### src/rtl/gbl_pkg.sv
package gbl_pkg;
  localparam int unsigned N_SETS = 2;
  localparam int unsigned ADDR_W = 4;

  typedef enum logic [ADDR_W-1:0] {
    RA_OUT    = 4'd0,
    RA_DIR    = 4'd1,
    RA_BLINK  = 4'd2,
    RA_SEL    = 4'd3,
    RA_A_ON   = 4'd4,
    RA_A_OFF  = 4'd5,
    RA_B_ON   = 4'd6,
    RA_B_OFF  = 4'd7,
    RA_DRV_LO = 4'd8,
    RA_DRV_HI = 4'd9
  } reg_addr_e;
endpackage

### src/rtl/gbl_regs.sv
module gbl_regs
  import gbl_pkg::*;
#(
  parameter int unsigned DW = 32
) (
  input  logic                        clk_i,
  input  logic                        rst_ni,
  input  logic                        we_i,
  input  logic [ADDR_W-1:0]           addr_i,
  input  logic [DW-1:0]               wdata_i,
  output logic [DW-1:0]               rdata_o,
  output logic [DW-1:0]               out_q,
  output logic [DW-1:0]               dir_q,
  output logic [DW-1:0]               blink_q,
  output logic [DW-1:0]               sel_q,
  output logic [N_SETS-1:0][DW-1:0]   on_q,
  output logic [N_SETS-1:0][DW-1:0]   off_q
);
  always_ff @(posedge clk_i or negedge rst_ni) begin
    if (!rst_ni) begin
      out_q   <= '0;
      dir_q   <= '1;
      blink_q <= '0;
      sel_q   <= '0;
      on_q    <= '0;
      off_q   <= '0;
    end else if (we_i) begin
      case (addr_i)
        RA_OUT:   out_q    <= wdata_i;
        RA_DIR:   dir_q    <= wdata_i;
        RA_BLINK: blink_q  <= wdata_i;
        RA_SEL:   sel_q    <= wdata_i;
        RA_A_ON:  on_q[0]  <= wdata_i;
        RA_A_OFF: off_q[0] <= wdata_i;
        RA_B_ON:  on_q[1]  <= wdata_i;
        RA_B_OFF: off_q[1] <= wdata_i;
        // claim lines as outputs in one edge: no blink, value loaded, driver on
        RA_DRV_LO: begin
          blink_q <= blink_q & ~wdata_i;
          out_q   <= out_q & ~wdata_i;
          dir_q   <= dir_q & ~wdata_i;
        end
        RA_DRV_HI: begin
          blink_q <= blink_q & ~wdata_i;
          out_q   <= out_q | wdata_i;
          dir_q   <= dir_q & ~wdata_i;
        end
        default: ;
      endcase
    end
  end

  always_comb begin
    case (addr_i)
      RA_OUT:   rdata_o = out_q;
      RA_DIR:   rdata_o = dir_q;
      RA_BLINK: rdata_o = blink_q;
      RA_SEL:   rdata_o = sel_q;
      RA_A_ON:  rdata_o = on_q[0];
      RA_A_OFF: rdata_o = off_q[0];
      RA_B_ON:  rdata_o = on_q[1];
      RA_B_OFF: rdata_o = off_q[1];
      default:  rdata_o = '0;
    endcase
  end
endmodule

### src/rtl/gbl_phase.sv
module gbl_phase #(
  parameter int unsigned CW = 32
) (
  input  logic          clk_i,
  input  logic          rst_ni,
  input  logic          active_i,
  input  logic [CW-1:0] on_len_i,
  input  logic [CW-1:0] off_len_i,
  output logic          wave_o
);
  logic [CW-1:0] on_sh_q, off_sh_q, cnt_q, len_cur;
  logic          ph_q, last;

  assign len_cur = ph_q ? on_sh_q : off_sh_q;
  // zero length ends the phase after one cycle, same as one
  assign last    = (len_cur == '0) || (cnt_q == len_cur - 1'b1);

  always_ff @(posedge clk_i or negedge rst_ni) begin
    if (!rst_ni) begin
      ph_q     <= 1'b1;
      cnt_q    <= '0;
      on_sh_q  <= '0;
      off_sh_q <= '0;
    end else if (!active_i) begin
      ph_q     <= 1'b1;
      cnt_q    <= '0;
      on_sh_q  <= on_len_i;
      off_sh_q <= off_len_i;
    end else if (last) begin
      ph_q     <= ~ph_q;
      cnt_q    <= '0;
      on_sh_q  <= on_len_i;
      off_sh_q <= off_len_i;
    end else begin
      cnt_q    <= cnt_q + 1'b1;
    end
  end

  assign wave_o = ph_q;
endmodule

### src/rtl/gbl_pinmux.sv
module gbl_pinmux
  import gbl_pkg::*;
#(
  parameter int unsigned DW = 32
) (
  input  logic [DW-1:0]     out_i,
  input  logic [DW-1:0]     dir_i,
  input  logic [DW-1:0]     blink_i,
  input  logic [DW-1:0]     sel_i,
  input  logic [N_SETS-1:0] wave_i,
  output logic [N_SETS-1:0] act_o,
  output logic [DW-1:0]     pad_o,
  output logic [DW-1:0]     pad_oe_o
);
  assign act_o[0] = |(blink_i & ~sel_i);
  assign act_o[1] = |(blink_i & sel_i);

  for (genvar i = 0; i < DW; i++) begin : g_line
    assign pad_o[i]    = blink_i[i] ? wave_i[sel_i[i]] : out_i[i];
    assign pad_oe_o[i] = ~dir_i[i];
  end
endmodule

### src/rtl/gbl_blink_top.sv
module gbl_blink_top
  import gbl_pkg::*;
#(
  parameter int unsigned DATA_W = 32
) (
  input  logic              clk_i,
  input  logic              rst_ni,
  input  logic              reg_we_i,
  input  logic [3:0]        reg_addr_i,
  input  logic [DATA_W-1:0] reg_wdata_i,
  output logic [DATA_W-1:0] reg_rdata_o,
  output logic [DATA_W-1:0] pad_o,
  output logic [DATA_W-1:0] pad_oe_o
);
  localparam int unsigned CNT_W = DATA_W;

  logic [DATA_W-1:0]             out_q, dir_q, blink_q, sel_q;
  logic [N_SETS-1:0][DATA_W-1:0] on_q, off_q;
  logic [N_SETS-1:0]             act_w, wave_w;

  gbl_regs #(.DW(DATA_W)) u_regs (
    .clk_i   (clk_i),
    .rst_ni  (rst_ni),
    .we_i    (reg_we_i),
    .addr_i  (reg_addr_i),
    .wdata_i (reg_wdata_i),
    .rdata_o (reg_rdata_o),
    .out_q   (out_q),
    .dir_q   (dir_q),
    .blink_q (blink_q),
    .sel_q   (sel_q),
    .on_q    (on_q),
    .off_q   (off_q)
  );

  for (genvar s = 0; s < N_SETS; s++) begin : g_set
    gbl_phase #(.CW(CNT_W)) u_phase (
      .clk_i     (clk_i),
      .rst_ni    (rst_ni),
      .active_i  (act_w[s]),
      .on_len_i  (on_q[s]),
      .off_len_i (off_q[s]),
      .wave_o    (wave_w[s])
    );
  end

  gbl_pinmux #(.DW(DATA_W)) u_mux (
    .out_i    (out_q),
    .dir_i    (dir_q),
    .blink_i  (blink_q),
    .sel_i    (sel_q),
    .wave_i   (wave_w),
    .act_o    (act_w),
    .pad_o    (pad_o),
    .pad_oe_o (pad_oe_o)
  );
endmodule

### config.mk
export PLATFORM = sky130hd
export DESIGN_NAME = gbl_blink_top
export DESIGN_NICKNAME = d
export VERILOG_FILES = /design/src/rtl/gbl_pkg.sv /design/src/rtl/gbl_regs.sv /design/src/rtl/gbl_phase.sv /design/src/rtl/gbl_pinmux.sv /design/src/rtl/gbl_blink_top.sv
export SDC_FILE = /design/constraint.sdc
export NUM_CORES = 1
export LEC_CHECK = 0
export ABC_AREA = 1
export BUFFER_PORTS_ARGS = -buffer_cell sky130_fd_sc_hd__buf_2
export CORE_ASPECT_RATIO = 1.5
export CORE_MARGIN = 2
export CORE_UTILIZATION = 39
export CTS_CLUSTER_DIAMETER = 100
export DETAILED_ROUTE_END_ITERATION = 10
export GPL_TIMING_DRIVEN = 0
export PLACE_DENSITY_LB_ADDON = 0.2
export SYNTH_ARGS = -nofsm -noshare
export SYNTH_HDL_FRONTEND = slang
export SYNTH_SLANG_ARGS = --single-unit
### constraint.sdc
create_clock -name clk_i -period 3.7 [get_ports clk_i]
set_clock_uncertainty 0.2 [all_clocks]
set_input_delay 0.37 -clock clk_i [delete_from_list [all_inputs] [get_ports clk_i]]
set_output_delay 0.37 -clock clk_i [all_outputs]
set_load 0.01 [all_outputs]
==> results of run 1 <==
## registers in the layout (all words and copies together) (netlist names)
| signal | count |
|---|---|
| u_regs.off_q | 64 |
| u_regs.blink_q | 32 |
| g_set.u_phase.off_sh_q | 64 |
| u_regs.dir_q | 32 |
| g_set.u_phase.wave_o | 2 |
| u_regs.out_q | 32 |
| g_set.u_phase.cnt_q | 64 |
| g_set.u_phase.on_sh_q | 64 |
| u_regs.on_q | 64 |
| u_regs.sel_q | 32 |
## synth_stat cells, drive strengths merged (6+ instances only)
master	number	share of area, %
a221oi	63	2.2
a22o	23	0.80
buf	62	1.6
clkbuf	92	1.4
dfrtp	416	42
dfstp	34	3.6
ha	6	0.30
inv	380	5.7
nand2	1193	18
nand3	249	5.0
nand3b	7	0.21
nand4	29	0.72
nor2	300	4.7
nor3	16	0.32
nor4	16	0.40
o21ai	400	8.0
o221ai	30	1.0
o22ai	24	0.60
or2	6	0.15
xnor2	15	0.52
xor2	71	2.5
## power breakdown
group	switching (mW)	leakage [nW]	internal (mW)
Combinational	5.87	7.95	2.88
Clock	2.11	0.741	2.79
Sequential	1.20	5.78	6.11
Total	9.18	14.5	11.8
## stage by stage
| stage | total power, mW | area (um^2) | instances | setup TNS [ns] | utilization, % |
|---|---|---|---|---|---|
| global route | 22.4 | 29000 | 4522 | -0.989 | 45.7 |
| detailed placement | 15.8 | 26900 | 4402 | -37.43 | 42.3 |
| finish | 21.0 | 29000 | 4522 | -0.0612 | 45.7 |
| CTS | 20.9 | 28900 | 4521 | 0 | 45.5 |
| floorplan | 12.8 | 25100 | 3460 | 0 | - |
| global placement | 15.7 | 26800 | 4398 | -3248.97 | 42.1 |
## timing repair
action / CTS / global route
hold endpoints to repair: 229 / 0
setup endpoints to repair: 198 / 201
pin swaps: 4 / 11
hold buffers: 33 / 0
buffers inserted: 4 / 4
resized for setup: 22 / 49
cloned: 0 / 1
## worst max-delay path, delay by kind of cell
kind            cells  cell delay [ns]
compound gates      2             0.47
buf+inv             5             1.41
simple gates        3             0.91
## layout make-up
cell class | count | area, um^2
fillers | 6547 | 34400
multi-input cells | 2471 | 11700
well taps | 805 | 1010
inverters | 385 | 1450
flip-flops and latches | 450 | 11300
repair buffers | 179 | 1200
clock inverters | 13 | 199
plain buffers | 150 | 826
clock buffers | 69 | 1340
## worst max path at each step
stage                                                    from                                   endpoint  slack [ns]  cells past startpoint
after global routing      g_set[0].u_phase.wave_o$_DFFE_PN1P_   g_set[0].u_phase.on_sh_q[12]$_DFFE_PN0P_       -0.06                     18
after floorplan           g_set[0].u_phase.wave_o$_DFFE_PN1P_   g_set[0].u_phase.off_sh_q[0]$_DFFE_PN0P_        0.55                     19
final                                           reg_addr_i[2]                            reg_rdata_o[12]       -0.06                     10
after global placement                                 rst_ni             u_regs.blink_q[24]$_DFFE_PN0P_       -7.43                      1
after detailed placement  g_set[0].u_phase.wave_o$_DFFE_PN1P_  g_set[0].u_phase.off_sh_q[21]$_DFFE_PN0P_       -0.39                     20
after CTS                 g_set[1].u_phase.wave_o$_DFFE_PN1P_        g_set[1].u_phase.cnt_q[5]$_DFF_PN0_      0.0001                     18
## cell families (layout without fill, tap and decap cells)
| logic type | after synthesis | count (layout) | synth area share [%] |
|---|---|---|---|
| flip-flops | 450 | 450 | 45.1 |
| adder cells (fa/ha/maj) | 6 | 6 | 0.299 |
| buffers and inverters | 539 | 796 | 8.71 |
| multiplexers | 2 | 2 | 0.0798 |
| XOR/XNOR | 88 | 88 | 3.18 |
| AO/OA/AOI/OAI | 555 | 555 | 13.1 |
| AND/OR/NAND/NOR | 1820 | 1820 | 29.6 |
## routing by layer
layer / GRT usage [%] / vias to the layer above
met1: 31.9 / 11400
met3: 3.97 / 301
met5: 0 / -
met2: 52.5 / 838
li1: - / 11600
met4: 23.2 / 0
==> metrics.cfg, run 1 <==
[critical_path]
rrSetupSlack_ns = 0.21
cpMaxStageDelayCell = nor2_1
slowest_delay_ns = 0.58
rr_endpoint = g_set[0].u_phase.on_sh_q[12]$_DFFE_PN0P_
worstRegToRegCells = 18
r2r-start = g_set[0].u_phase.wave_o$_DFFE_PN1P_
path_cells = buf_2 -> nor2_1 -> inv_1 -> nor2_1 -> clkinvlp_4 -> clkbuf_1 -> o22ai_1 -> a221oi_1 -> nand2_1 -> buf_2
critPathKind = primary input to output port
required_ns = 3.13
cp-end-kind = output port
cp_max_fo = 10
worstPathArrival_ns = 3.19
cp-start-kind = primary input

[cells_and_area]
syn_to_final_growth_pct = 15.8
final_cell_mix = nand2_1, dfrtp_1, o21ai_0, inv_1, nor2_1
drive_gt1_share_pct = 9.69
antenna_cells = 0
nets = 3728
mostFrequentLayoutCell = nand2_1

[timing]
final-hold-violation-count = 0
min_period_ns = 3.76
slew_headroom_pct = 17.0
worst_slack_ns = -0.0612
rsz0062_at_grt = true
fmax_mhz = 266
setup_viol = 1
fin_crit_sh_pct = 102
whs_ns = 0.0982
final_max_slew_viol_count = 0
worst_pin_slew_ns = 1.24

[detailed_routing]
routed_wl_mm = 98.2
drt_iter0_markers = 1646
drtAntennaViolNets = 0
wl_per_cell_um = 21.7
via_per_inst = 5.35
wl_met1_mm = 36.0
vias = 24200
dr_wl_met3_mm = 4.76
highest_layer = met4
drc_errors = 0
firstDrtPassIters = 6
dr_wl_met2_mm = 48.8

[hold_path]
hp-class = primary input to asynchronous set/reset pin

[synthesis]
synth-warning-count = 0
ys_ff_latch = 450
synth-edff-count = 0
syn-num-nets = 3505
avgSynthCellArea_um2 = 7.25
async_reset_ff_share_pct = 100
synth_cell_types = 43
syn_area_mm2 = 0.0251
dominantRegCellSynth = dfrtp_1
seq_area_frac_synth_pct = 45.1
syn_inst = 3460

[floorplan]
die_w_um = 211
dieArea_mm2 = 0.0664
rows = 113
core_mm2 = 0.0635
start_util_pct = 39.5
die_h_um = 315
ioPinCount = 135

[grt]
grt_use_total_pct = 29.7
grt_pass1_vias = 24200
antenna_found_initial = 1
grt_max_degree = 117
grt_overflow_total = 0
grt_pass1_wl_mm = 147

[cts]
cts_buffers = 46
htree_num_levels = 2
clk_pin_slew_ns = 0.06
cts_tree = done
cts_sinks = 450
clock-root-buffer = clkbuf_16
clockBufferDepth = 3
clk_latency_ns = 0.63

[run_status]
violations = setup timing
outcome = finished, violations left

[power]
p_per_area_mw_per_mm2 = 722
ir_worst_vdd_mv = 0.415
p_leak_nw = 14.5

[run]
drv_cap = 0

[placed_design]
portBuffers = 133
dpl.hpwl_mm = 77.7
dpl_worst_slack_ns = -0.394
gp_congestion = 1.01

No activity file was read; power rests on OpenSTA's default activity.
==> run 2, diff against run 1 <==
--- a/config.mk
+++ b/config.mk
@@ -9,7 +9,7 @@
 export BUFFER_PORTS_ARGS = -buffer_cell sky130_fd_sc_hd__buf_2
 export CORE_ASPECT_RATIO = 1.5
 export CORE_MARGIN = 2
-export CORE_UTILIZATION = 39
+export CORE_UTILIZATION = 50
 export CTS_CLUSTER_DIAMETER = 100
 export DETAILED_ROUTE_END_ITERATION = 10
 export GPL_TIMING_DRIVEN = 0
@@ -17,3 +17,4 @@
 export SYNTH_ARGS = -nofsm -noshare
 export SYNTH_HDL_FRONTEND = slang
 export SYNTH_SLANG_ARGS = --single-unit
+export TNS_END_PERCENT = 1
==> metrics.cfg, run 2 (synthesis results as in run 1) <==
[critical_path]
cp_max_fo = 10  ; unchanged
path_cells = buf_2 -> inv_1 -> nor2_1 -> nand2_1 -> clkinv_1 -> clkbuf_1 -> a221oi_1 -> nand2_1 -> buf_2  ; was buf_2 -> nor2_1 -> inv_1 -> nor2_1 -> clkinvlp_4 -> clkbuf_1 -> o22ai_1 -> a221oi_1 -> nand2_1 -> buf_2
required_ns = 3.13  ; about the same
critPathKind = primary input to output port  ; unchanged
cp-start-kind = primary input  ; unchanged
cpMaxStageDelayCell = clkinv_1  ; was nor2_1
slowest_delay_ns = 0.60  ; was 0.58 ns
cp-end-kind = output port  ; unchanged
worstPathArrival_ns = 3.04  ; was 3.19 ns

[grt]
grt_max_degree = 115  ; was 117
grt_pass1_vias = 24000  ; was 24.2k
grt_overflow_total = 0  ; unchanged
grt_use_total_pct = 35.5  ; was 29.7%
antenna_found_initial = 0  ; was 1
grt_pass1_wl_mm = 141  ; was 147 mm

[power]
total_power_mw = 20.9  ; was 21.0 mW
p_per_area_mw_per_mm2 = 724  ; was 722 mW/mm^2
p_leak_nw = 14.5  ; about the same
ir_worst_vdd_mv = 0.463  ; was 0.415 mV

[cells_and_area]
syn_to_final_growth_pct = 14.8  ; was 15.8%
nFillCells = 4881  ; was 6,547
final_util_pct = 58.1  ; was 45.7%
nets = 3724  ; was 3,728
antenna_cells = 0  ; unchanged
mostFrequentLayoutCell = nand2_1  ; unchanged
final_cell_mix = nand2_1, dfrtp_1, o21ai_0, inv_1, nor2_1  ; unchanged
drive_gt1_share_pct = 9.84  ; was 9.69%

[cts]
clock-root-buffer = clkbuf_16  ; unchanged
htree_num_levels = 2  ; unchanged
cts_sinks = 450  ; unchanged
cts_buffers = 44  ; was 46
clk_pin_slew_ns = 0.06  ; about the same
clockBufferDepth = 3  ; unchanged
cts_tree = done  ; unchanged
clk_latency_ns = 0.58  ; was 0.63 ns

[floorplan]
rows = 100  ; was 113
dieArea_mm2 = 0.0520  ; was 0.0664 mm^2
ioPinCount = 135  ; unchanged
start_util_pct = 50.6  ; was 39.5%
die_h_um = 278  ; was 315 um
die_w_um = 187  ; was 211 um
core_mm2 = 0.0495  ; was 0.0635 mm^2

[timing]
slew_headroom_pct = 26.8  ; was 17.0%
fin_crit_sh_pct = 97.5  ; was 102%
worst_pin_slew_ns = 1.09  ; was 1.24 ns
final-hold-violation-count = 0  ; unchanged
worst_slack_ns = 0.0932  ; was -0.0612 ns
rsz0062_at_grt = true  ; unchanged
setup_viol = 0  ; was 1
min_period_ns = 3.61  ; was 3.76 ns
final_max_slew_viol_count = 0  ; unchanged
fmax_mhz = 277  ; was 266 MHz

[detailed_routing]
drtAntennaViolNets = 0  ; unchanged
vias = 24500  ; was 24.2k
via_per_inst = 5.59  ; was 5.35
drc_errors = 0  ; unchanged
wl_per_cell_um = 21.1  ; was 21.7 um
firstDrtPassIters = 6  ; unchanged
drt_iter0_markers = 1986  ; was 1,646
routed_wl_mm = 92.3  ; was 98.2 mm

[placed_design]
portBuffers = 133  ; unchanged
gp_congestion = 1.07  ; was 1.01
dpl.hpwl_mm = 71.9  ; was 77.7 mm
dpl_worst_slack_ns = -0.366  ; was -0.394 ns

[run]
drv_cap = 0  ; unchanged

[run_status]
outcome = finished clean  ; was finished, violations left

[hold_path]
hp-class = primary input to asynchronous set/reset pin  ; unchanged

run 2: critical path: cells and delay by family:
family	cells	cell delay (ns)
buffers and inverters	5	1.50
and+or+nand+nor	3	0.60
AOI/OAI and AO/OA	1	0.55
run 2: path summary, 6_finish.rpt:
check / start / end / slack [ns] / depth (start not counted)
min reg2reg: u_regs.dir_q[31]$_DFFE_PN1P_ / u_regs.dir_q[31]$_DFFE_PN1P_ / 0.30 / 2
max in group asynchronous: rst_ni / u_regs.off_q[53]$_DFFE_PN0P_ / 1.74 / 4
max reg2reg: g_set[0].u_phase.wave_o$_DFFE_PN1P_ / g_set[0].u_phase.off_sh_q[21]$_DFFE_PN0P_ / 0.12 / 18
min: rst_ni / g_set[1].u_phase.cnt_q[5]$_DFF_PN0_ / 0.13 / 2
min in group clk_i: reg_addr_i[1] / u_regs.out_q[0]$_DFFE_PN0P_ / 0.24 / 4
max: reg_addr_i[1] / reg_rdata_o[11] / 0.09 / 9
run 2: metrics by stage:
step	hold slack [ns]	cell area, um^2	TNS [ns]	cells
2_1_floorplan	-0.126	25100	0	3460
3_3_place_gp	0.285	26600	-3150.65	4256
3_5_place_dp	0.140	26700	-30.69	4260
4_1_cts	0.155	28600	-0.515	4372
5_1_grt	0.178	28800	-4.01	4374
6_report	0.127	28800	0	4374
run 2: layout make-up:
cell class | count | area, um^2 | area share (%)
Timing Repair Buffer | 174 | 1150 | 3.98
Tap cell | 663 | 830 | 2.88
Multi-Input combinational cell | 2471 | 11700 | 40.7
Clock inverter | 17 | 254 | 0.882
Clock buffer | 61 | 1300 | 4.50
Inverter | 385 | 1450 | 5.03
Buffer | 153 | 788 | 2.74
Sequential cell | 450 | 11300 | 39.3
run 2: what timing repair did:
item | CTS | global route
pin swaps | 1 | 7
setup buffers | 1 | 3
gates resized for setup | 10 | 52
endpoints found under the hold margin | 157 | 0
setup endpoints to repair | 157 | 207
hold buffers | 33 | 0
run 2: layer usage:
| layer | vias to the layer above | wire length [um] | track usage (%) |
|---|---|---|---|
| met1 | 11500 | 34000 | 39.9 |
| li1 | 11600 | - | - |
| met2 | 1005 | 45100 | 61.6 |
| met4 | 0 | 7960 | 26.9 |
| met3 | 306 | 5210 | 4.58 |
| met5 | - | 0 | 0 |
run 2: report_power, final:
group          total [mW]  internal, mW  switching [mW]
sequential           7.31          6.11            1.20
combinational        8.65          2.87            5.77
clock                4.90          2.87            2.04
total                20.9          11.8            9.01
